`config.mk`:
```
export PLATFORM = sky130hd
export DESIGN_NAME = psram_mr_init
export DESIGN_NICKNAME = d
export VERILOG_FILES = /design/src/rtl/psram_mr_init.sv
export SDC_FILE = /design/constraint.sdc
export NUM_CORES = 1
export LEC_CHECK = 0
export ABC_AREA = 1
export BUFFER_PORTS_ARGS = -buffer_cell sky130_fd_sc_hd__clkbuf_2
export CAP_MARGIN = 10
export CORE_MARGIN = 3
export CORE_UTILIZATION = 48
export CTS_BUF_LIST = sky130_fd_sc_hd__clkbuf_2 sky130_fd_sc_hd__clkbuf_4 sky130_fd_sc_hd__clkbuf_8
export DETAILED_ROUTE_END_ITERATION = 10
export HOLD_SLACK_MARGIN = 0.05
export PLACE_DENSITY_LB_ADDON = 0.2
export SYNTH_ARGS = -nofsm -noshare
export SYNTH_HDL_FRONTEND = slang
export SYNTH_SLANG_ARGS = --single-unit
```
`constraint.sdc`:
```
create_clock -name clk -period 1.4 [get_ports clk]
set_input_delay 0.07 -clock clk [delete_from_list [all_inputs] [get_ports clk]]
set_output_delay 0.07 -clock clk [all_outputs]
set_load 0.02 [all_outputs]
```
`src/rtl/psram_mr_init.sv`:
```
module psram_mr_init #(
  parameter bit       ECC_EN      = 1'b1,
  parameter bit [4:0] VENDOR_ID   = 5'hD,
  parameter bit       LAT_FIXED   = 1'b1,
  parameter bit [2:0] RD_LAT_CODE = 3'd2,
  parameter bit [1:0] DRV_STR     = 2'd0,
  parameter bit [1:0] BURST_LEN   = 2'd3,
  parameter bit       BURST_TYPE  = 1'b0,
  parameter int       AW          = 8,
  parameter int       SZW         = 32
) (
  input  logic           clk,
  input  logic           rst_n,
  output logic           req_start,
  output logic           req_write,
  output logic           req_wide,
  output logic [AW-1:0]  req_addr,
  output logic [15:0]    req_wdata,
  input  logic           rsp_done,
  input  logic [15:0]    rsp_rdata,
  output logic           init_done,
  output logic           init_err,
  output logic [SZW-1:0] phys_bytes,
  output logic [SZW-1:0] avail_bytes,
  output logic [4:0]     rd_lat_cycles
);

  localparam logic [7:0] CFG0_MASK = 8'h3F;
  localparam logic [7:0] CFG0_SET  = {2'b00, LAT_FIXED, RD_LAT_CODE, DRV_STR};
  localparam logic [7:0] CFG8_MASK = 8'h07;
  localparam logic [7:0] CFG8_SET  = {5'b0, BURST_TYPE, BURST_LEN};

  typedef enum logic [3:0] {
    ST_RD0, ST_WR0, ST_RD8, ST_WR8, ST_ID01, ST_ID23, ST_ID4, ST_ID8, ST_FIN
  } step_t;

  step_t       step, step_nxt;
  logic        busy;
  logic [15:0] held;
  logic [4:0]  vid;
  logic [2:0]  dens;
  logic [2:0]  lat_code;

  function automatic logic [SZW-1:0] size_of(input logic [2:0] code);
    case (code)
      3'd1:    size_of = SZW'(32'h0040_0000);
      3'd3:    size_of = SZW'(32'h0080_0000);
      3'd5:    size_of = SZW'(32'h0100_0000);
      3'd7:    size_of = SZW'(32'h0200_0000);
      default: size_of = '0;
    endcase
  endfunction

  assign req_start = (step != ST_FIN) && !busy;

  always_comb begin
    req_write = 1'b0;
    req_wide  = 1'b0;
    req_addr  = '0;
    req_wdata = '0;
    step_nxt  = ST_FIN;
    case (step)
      ST_RD0:  begin req_wide = 1'b1; step_nxt = ST_WR0; end
      ST_WR0:  begin
        req_write = 1'b1;
        req_wide  = 1'b1;
        req_wdata = {held[15:8], (held[7:0] & ~CFG0_MASK) | CFG0_SET};
        step_nxt  = ECC_EN ? ST_RD8 : ST_ID01;
      end
      ST_RD8:  begin req_addr = AW'(8); step_nxt = ST_WR8; end
      ST_WR8:  begin
        req_write = 1'b1;
        req_addr  = AW'(8);
        req_wdata = {8'h00, (held[7:0] & ~CFG8_MASK) | CFG8_SET};
        step_nxt  = ST_ID01;
      end
      ST_ID01: begin req_wide = 1'b1; step_nxt = ST_ID23; end
      ST_ID23: begin req_wide = 1'b1; req_addr = AW'(2); step_nxt = ST_ID4; end
      ST_ID4:  begin req_addr = AW'(4); step_nxt = ST_ID8; end
      ST_ID8:  begin req_addr = AW'(8); step_nxt = ST_FIN; end
      default: ;
    endcase
  end

  always_ff @(posedge clk or negedge rst_n) begin
    if (!rst_n) begin
      step          <= ST_RD0;
      busy          <= 1'b0;
      held          <= '0;
      vid           <= '0;
      dens          <= '0;
      lat_code      <= '0;
      init_done     <= 1'b0;
      init_err      <= 1'b0;
      phys_bytes    <= '0;
      rd_lat_cycles <= '0;
    end else if (req_start) begin
      busy <= 1'b1;
    end else if (busy && rsp_done) begin
      busy <= 1'b0;
      held <= rsp_rdata;
      step <= step_nxt;
      if (step == ST_ID01) begin
        vid      <= rsp_rdata[12:8];
        lat_code <= rsp_rdata[4:2];
      end
      if (step == ST_ID23) dens <= rsp_rdata[2:0];
      if (step == ST_ID8) begin
        init_done     <= 1'b1;
        init_err      <= (vid != VENDOR_ID);
        phys_bytes    <= (vid == VENDOR_ID) ? size_of(dens) : '0;
        rd_lat_cycles <= {1'b0, lat_code, 1'b0} + 5'd6;
      end
    end
  end

  assign avail_bytes = ECC_EN ? (phys_bytes - (phys_bytes >> 4)) : phys_bytes;

  a_r5_single_pulse: assert property (@(posedge clk) disable iff (!rst_n)
    req_start |=> !req_start);
  a_r10_done_sticky: assert property (@(posedge clk) disable iff (!rst_n)
    init_done |=> init_done);
  a_r10_err_sticky: assert property (@(posedge clk) disable iff (!rst_n)
    init_err |=> init_err);
  a_r10_quiet_after: assert property (@(posedge clk) disable iff (!rst_n)
    init_done |-> !req_start);
  a_r10_size_stable: assert property (@(posedge clk) disable iff (!rst_n)
    (init_done && $past(init_done)) |-> $stable(phys_bytes));
  a_r6_err_done: assert property (@(posedge clk) disable iff (!rst_n)
    init_err |-> (init_done && phys_bytes == '0));
  a_r8_avail_bound: assert property (@(posedge clk) disable iff (!rst_n)
    avail_bytes <= phys_bytes);
  a_r2_cfg_bits: assert property (@(posedge clk) disable iff (!rst_n)
    (req_start && req_write && req_wide) |-> (req_wdata[5:0] == CFG0_SET[5:0]));

endmodule

```
Word level (Yosys, flattened, before mapping)
Cells that the tools add are included.

Memories: 0. Register bits: 71. Bits of input ports: 19. Bits in latches: 0. Output and inout bits: 98. Bits in read-only memories: 0. Bits in writable memories: 0.

Muxes and demuxes: 9. Reduce and logical (&&, ||, !) cells: 12. Equality and inequality tests: 14. Shift operators: 0. Multiply operators: 0. Magnitude comparators: 0. Add/subtract/negate cells: 2. Div/mod/pow operators: 0. Bitwise gates (word level): 1.

Operator list (count): $pmux 26 s4 (1); $mux 32 (1); $pmux 16 s2 (1); $sub 32x28->32 (1); $pmux 4 s7 (1); $eq 4x3->1 const B (4); $pmux 4 s3 (1); $reduce_and 3->1 (3); $eq 4x2->1 const B (2); $eq 3x3->1 const B (2); $add 4x3->5 const B (1); $eq 5x4->1 const B (1); $ne 5x4->1 const B (1); $eq 4x1->1 const B (1); $logic_not 4->1 (1); $mux 1 (4); $ne 4x4->1 const B (1); $reduce_or 4->1 (1); $eq 3x1->1 const B (1); $eq 3x2->1 const B (1); $reduce_or 3->1 (1); $logic_and 1x1->1 (2); $reduce_and 2->1 (1); $reduce_bool 2->1 (1); other kinds (3) (3).

Depth between registers and ports, before layout
Gate-level depths: netlist of the first run.

Depth in word-level cells: 4. Mapped depth: 7.

Least setup slack after synthesis of the first run
OpenSTA, ideal clock, no wires.

Path type: reg-to-output. From: reg phys_bytes[22]. To: out avail_bytes[21]. Slack: -0.153 ns. Cell stages (with the launch flop): 4. Required time: 1.330 ns. Arrival: 1.483 ns. Cells stage by stage: dfrtp_1 inv_1 a21boi_0 nor2_1.

Cells in the longest elaborated chain, start to end: 1.

RTL lines: start, declared (RTL line 23) `output logic [SZW-1:0] phys_bytes,`; start signal, assigned (RTL line 111) `phys_bytes <= (vid == VENDOR_ID) ? size_of(dens) : '0;`; $sub 32x28->32 (RTL line 117) `assign avail_bytes = ECC_EN ? (phys_bytes - (phys_bytes >> 4)) : phys_bytes;`; end, declared (RTL line 24) `output logic [SZW-1:0] avail_bytes,`.

Every way passes these cells.

Worst setup path after layout of the first run
From: reg step[3]. To: out req_start.

Cells in the longest elaborated chain, start to end: 2.

RTL lines: start, declared (RTL line 37) `step_t step, step_nxt;`; start signal, assigned (RTL line 102) `step <= step_nxt;`; $ne 4x4->1 (RTL line 54) `assign req_start = (step != ST_FIN) && !busy;`; $logic_and 1x1->1 (RTL line 54); end, declared (RTL line 14) `output logic req_start,`.

Every way passes these cells.

==> flow_summary.yaml, run 1 <==
sta:
  max_freq_mhz: 702
  finalSetupViolations: 7
  min_period_over_period: 1.02
  maxSlewViolCount: 0
  final.setup_skew_ns: 0.00487
  min_period_ns: 1.42
  setup_ws_ns: -0.0241
  final_hold_viol_count: 0
  rsz0062_at_grt: "true"
  worst_hold_slack_ns: 0.231
pwr:
  ir_drop_mv: 0.954
  power_leakage_uw: 0.00174
  seqPwrFrac: 0.444
  switchingPower_uw: 1140
  netSwitchingFraction: 0.351
  clockPowerShare: 0.292
  internal_power_uw: 2120
  power_density_nw_per_um2: 995
  pwr-share-comb: 0.265
placed_design:
  dpl.cell_count: 424
  io_buffers: 60
  hpwlAfterDp_um: 3360
  place.gp.congestion: 0.797
  post-place-ws_ns: 0.124
logic_synthesis:
  syn_area_um2: 2380
  synth_edf_count: 0
  synth_async_sr_flop_share: 1.00
  yosysSeqAreaShare: 0.409
  ys_ff_latch: 39
  syn-instance-count: 303
  synth_cell_type_count: 27
  yosys_warnings: 0
  synth_ff_type: "dfrtp_1"
  synth_top_area_share: 0.409
  syn_area_per_cell_um2: 7.87
  yosysTopAreaCell: "dfrtp_1"
  synthTopCellsByArea: "dfrtp_1 41%, buf_4 19%, nand2_1 12%, nor2_1 5.0%, inv_1 4.7%"
final_layout:
  layout_common_cells: "72 x nand2_1, 56 x conb_1, 34 x clkbuf_2, 33 x dfrtp_1, 23 x inv_1"
  fin_nets: 415
  syn2layout_area_growth_pct: 37.4
  layout-drive-gt1-share: 0.373
  final_cells: 461
  antenna_cells: 0
  final_common_cell: "nand2_1"
grt:
  grt_pass1_wl_um: 8480
  grt_max_degree: 40
  gr-total-overflow: 0
  grt_pass1_vias: 1907
  track_usage: 0.180
  grt_antenna_before_repair: 0
floorplan:
  die-area_um2: 5850
  start_util: 0.502
  rows: 25
  die_h_um: 76.5
  fp.dieW_um: 76.5
  coreArea_um2: 4750
  num_io_pins: 117
outcome:
  violations: "negative setup slack"
  run_status: "complete, but fails checks"
worst_setup_path:
  worstSetupStartpointType: "flop"
  arrival_ns: 1.35
  cp-end-kind: "output pin"
  reg2reg_from: "step[3]"
  rrSetupSlack_ns: 0.08
  path_class: "reg2out"
  crit_fanout: 4
  ff2ff_path_depth: 7
  startpoint: "step[3]"
  cp-endpoint: "req_start"
  critPathRequiredTime_ns: 1.33
  r2r_end: "phys_bytes[25]"
detailed_routing:
  wl_met3_um: 339
  drt_iter0_drc: 62
  firstDrtPassIters: 4
  antenna_left: 0
  vias: 1969
  highest_layer: "met4"
  wl_met1_um: 2080
  vias_per_cell: 4.27
  route.met2.wl_um: 2740
  drcViolationCount: 0
  wl_per_cell_um: 11.4
  wl_um: 5240
clock_tree:
  h-tree-depth: 2
  cts_buffers: 5
  cts_root_buf: "clkbuf_8"
  cts_tree: "yes"
  cts_num_sinks: 39
  path_clk_slew_ns: 0.08
  insertion_delay_ns: 0.30
  clockBufferDepth: 2
job:
  cap_viol_max_count: 0
min_path:
  hold_class: "in2reg"
Yosys cell counts (2+ instances only):
library cell	count
nand2_1	79
buf_4	61
dfrtp_1	39
nor2_1	32
inv_1	30
o21ai_0	17
o21ai_2	8
nand3_1	6
inv_2	4
ha_1	3
nor3_1	3
buf_2	2
buf_6	2
nand2_2	2
nor2_4	2
xor2_1	2
stage by stage:
step	setup TNS, ns	instance area [um^2]	util	total power (uW)
after floorplan	0	2590	-	2060
after global placement	0	2520	0.530	2080
after detailed placement	0	2520	0.530	2090
after CTS	-0.270	3090	0.649	3180
after global routing	-1.33	3280	0.689	3450
final	-0.0687	3280	0.689	3260
power groups by stage:
stage | sequential, uW | clock [uW] | combinational [uW]
after CTS | 1440 | 971 | 777
after floorplan | 1410 | 0 | 649
after global routing | 1470 | 1020 | 962
after detailed placement | 1460 | 0 | 633
after global placement | 1450 | 0 | 628
final | 1450 | 951 | 862
per-layer routing:
metal	vias up	global-route usage
met4	0	0.0489
met5	-	0
met3	9	0.0591
li1	982	-
met1	911	0.210
met2	67	0.316
area by class of cell:
cell class	count	area, um^2
timing repair buffer	94	759
inverter	34	138
clock inverter	3	43.8
sequential	39	983
clock buffer	5	68.8
fill	370	1480
tap	67	83.8
multi-input combinational	219	1200
worst max-delay path: stages, from the launching register on:
cell	delay, ns
dfrtp_2	0.41
buf_4	0.14
nand2_1	0.07
nor3_1	0.20
nor2_1	0.07
clkbuf_2	0.16
timing repair:
item / CTS / global route
gates resized for setup: 63 / 74
hold endpoints to repair: 60 / 0
cloned: 0 / 0
setup buffers: 10 / 2
pin swaps: 8 / 12
endpoints found under the setup margin: 25 / 33
hold buffers: 17 / 0
registers in the layout (all words and copies together), names as in the netlist:
signal,flops
init_done,1
rd_lat_cycles,4
lat_code,3
dens,3
step,4
init_err,1
phys_bytes,4
held,13
busy,1
vid,5
how the worst min path moves through the flow:
stage          slack [ns]       to  cells after the start      from
2_1_floorplan       -0.23     busy                      0     rst_n
3_3_place_gp         0.16  dens[1]                      2     rst_n
3_5_place_dp         0.16  dens[1]                      2     rst_n
4_1_cts              0.22  step[2]                      5  rsp_done
5_1_grt              0.28  held[5]                      5  rsp_done
6_report             0.23  step[2]                      5  rsp_done
cells by family (layout without fill, tap and decap cells):
logic type | after synthesis | after routing | synth area share
AO/OA/AOI/OAI | 29 | 29 | 0.0750
XOR/XNOR | 3 | 3 | 0.0110
adder cells (fa/ha/maj) | 3 | 3 | 0.0157
buffers and inverters | 100 | 136 | 0.261
flip-flops | 39 | 39 | 0.409
other | 1 | 56 | 0.00157
AND/OR/NAND/NOR | 128 | 128 | 0.227
No activity file was read; power rests on OpenSTA's default activity.
==> inputs of run 2 (changes only) <==
Settings changed: CELL_PAD_IN_SITES_DETAIL_PLACEMENT set to 0, CELL_PAD_IN_SITES_GLOBAL_PLACEMENT set to 1, CORE_UTILIZATION 48 to 33.
==> run 2 against run 1 <==
- the flow still finishes with violations (negative setup slack)
- sequential cell count unchanged
- global-route usage fell by 5.5 points
- first-iteration DRC count is 34% higher
- largest cell class unchanged
==> flow_summary.yaml, run 2 (synthesized netlist as in run 1, its figures left out) <==
job:
  cap_viol_max_count: 0
final_layout:
  final_util: 0.472
  nFillCells: 712
  antenna_cells: 0
  reg_top3: "held: 13 flops, vid: 5 flops"
  fin_nets: 413
  largest_register_ffs: 13
  top_register: "held"
  layout-drive-gt1-share: 0.375
  layout_common_cells: "70 x nand2_1, 56 x conb_1, 33 x dfrtp_1, 33 x clkbuf_2, 24 x inv_1"
  fin_area_um2: 3260
  seqCellArea_um2: 983
  syn2layout_area_growth_pct: 36.8
  final_common_cell: "nand2_1"
  multiInputGateArea_um2: 1200
sta:
  max_freq_mhz: 686
  fin_tns_setup_ns: -0.596
  worst_pin_slew_ns: 0.507
  min_period_ns: 1.46
  setup_ws_ns: -0.0588
  rsz0062_at_grt: "true"
  final_hold_viol_count: 0
  maxSlewViolCount: 0
  final.setup_skew_ns: 0.00570
  finalSetupViolations: 19
  min_period_over_period: 1.04
  slew_headroom: 0.662
detailed_routing:
  wl_um: 5460
  vias: 1965
  drcViolationCount: 0
  antenna_left: 0
  vias_per_cell: 4.03
  drt_iter0_drc: 83
  wl_per_cell_um: 11.2
  firstDrtPassIters: 4
grt:
  grt_pass1_wl_um: 8380
  grt_antenna_before_repair: 0
  track_usage: 0.126
  grt_max_degree: 40
  gr-total-overflow: 0
  grt_pass1_vias: 1788
clock_tree:
  clockBufferDepth: 2
  cts_tree: "yes"
  path_clk_slew_ns: 0.08
  cts_root_buf: "clkbuf_8"
  h-tree-depth: 2
  insertion_delay_ns: 0.29
  cts_buffers: 5
  cts_num_sinks: 39
worst_setup_path:
  path_class: "reg2out"
  arrival_ns: 1.39
  cpMaxStageDelayCell: "dfrtp_2"
  cpPeakStageDelay_ns: 0.47
  crit_buf_inv: 3
  crit_family: "flip-flops"
  crit_fanout: 5
  critPathRequiredTime_ns: 1.33
  worstSetupStartpointType: "flop"
  cp-end-kind: "output pin"
  cp_cell_sequence: "nor2_4 -> buf_6 -> nand2_8 -> inv_1 -> clkbuf_8"
pwr:
  power_density_nw_per_um2: 943
  ir_drop_mv: 0.542
  power_leakage_uw: 0.00171
  p_total_uw: 3080
placed_design:
  io_buffers: 60
  placedInstanceArea_um2: 2560
  place.gp.congestion: 0.746
  hpwlAfterDp_um: 3720
floorplan:
  num_io_pins: 117
  die-area_um2: 8280
  coreArea_um2: 6910
  rows: 30
  die_h_um: 91.0
  start_util: 0.345
  fp.dieW_um: 91.0
min_path:
  hold_class: "in2reg"
outcome:
  run_status: "complete, but fails checks"
  violations: "negative setup slack"
## run 2: changes by cell type in the layout (fill, tap and decap cells not counted), moves of 3 or more
cell	before	now
nor2_2	6	9
nor2_4	13	10
clkbuf_8	5	8
buf_6	17	6
buf_4	18	22
## run 2: worst register-to-register path: stages (launching register included)
cell     delay, ns
dfrtp_1       0.43
buf_4         0.16
nand2_1       0.09
inv_2         0.08
nand3_4       0.21
inv_4         0.07
or2_1         0.20
## run 2: cell type report
type | count | share of cell area
clock buffer | 6 | 0.0234
clock inverter | 2 | 0.00383
inverter | 34 | 0.0429
multi-input combinational | 219 | 0.367
sequential | 39 | 0.301
tap | 96 | 0.0368
timing repair buffer | 92 | 0.225
## run 2: final timing paths
| path | startpoint | to | slack (ns) | depth (start not counted) |
|---|---|---|---|---|
| worst max-delay path | step[3] | req_write | -0.06 | 5 |
| worst min-delay path | rsp_done | step[2] | 0.25 | 5 |
| worst max register to register | step[1] | init_done | 0.07 | 6 |
| worst min register to register | init_done | init_done | 0.47 | 1 |
| max in group asynchronous | rst_n | phys_bytes[23] | 0.65 | 3 |
| min in group asynchronous | rst_n | held[9] | 0.36 | 3 |
## run 2: power breakdown
group,switching (uW),total (uW),leakage [uW],internal (uW)
Sequential,113,1450,0.000501,1330
Clock,414,782,0.0000446,368
Combinational,591,849,0.00117,257
## run 2: what timing repair did
action                                  CTS  global route
pin swaps                                 9             9
hold buffers                             17             0
resized for setup                        61            66
endpoints found under the setup margin   27            35
buffers inserted                          7             2
endpoints found under the hold margin    59             0
## run 2: metal layers
layer,part of all wire,up-vias,GRT usage
li1,-,978,-
met1,0.42,911,0.150
met2,0.51,70,0.221
met3,0.059,6,0.0389
met4,0.0084,0,0.0264
met5,0,-,0
## run 2: per-stage QoR
step | hold slack, ns | worst slack, ns | cells
after detailed placement | 0.166 | 0.0865 | 454
after global placement | 0.170 | 0.0992 | 454
after floorplan | -0.226 | 0.0474 | 358
after CTS | 0.243 | -0.0595 | 486
final | 0.247 | -0.0588 | 488
after global routing | 0.252 | -0.129 | 488
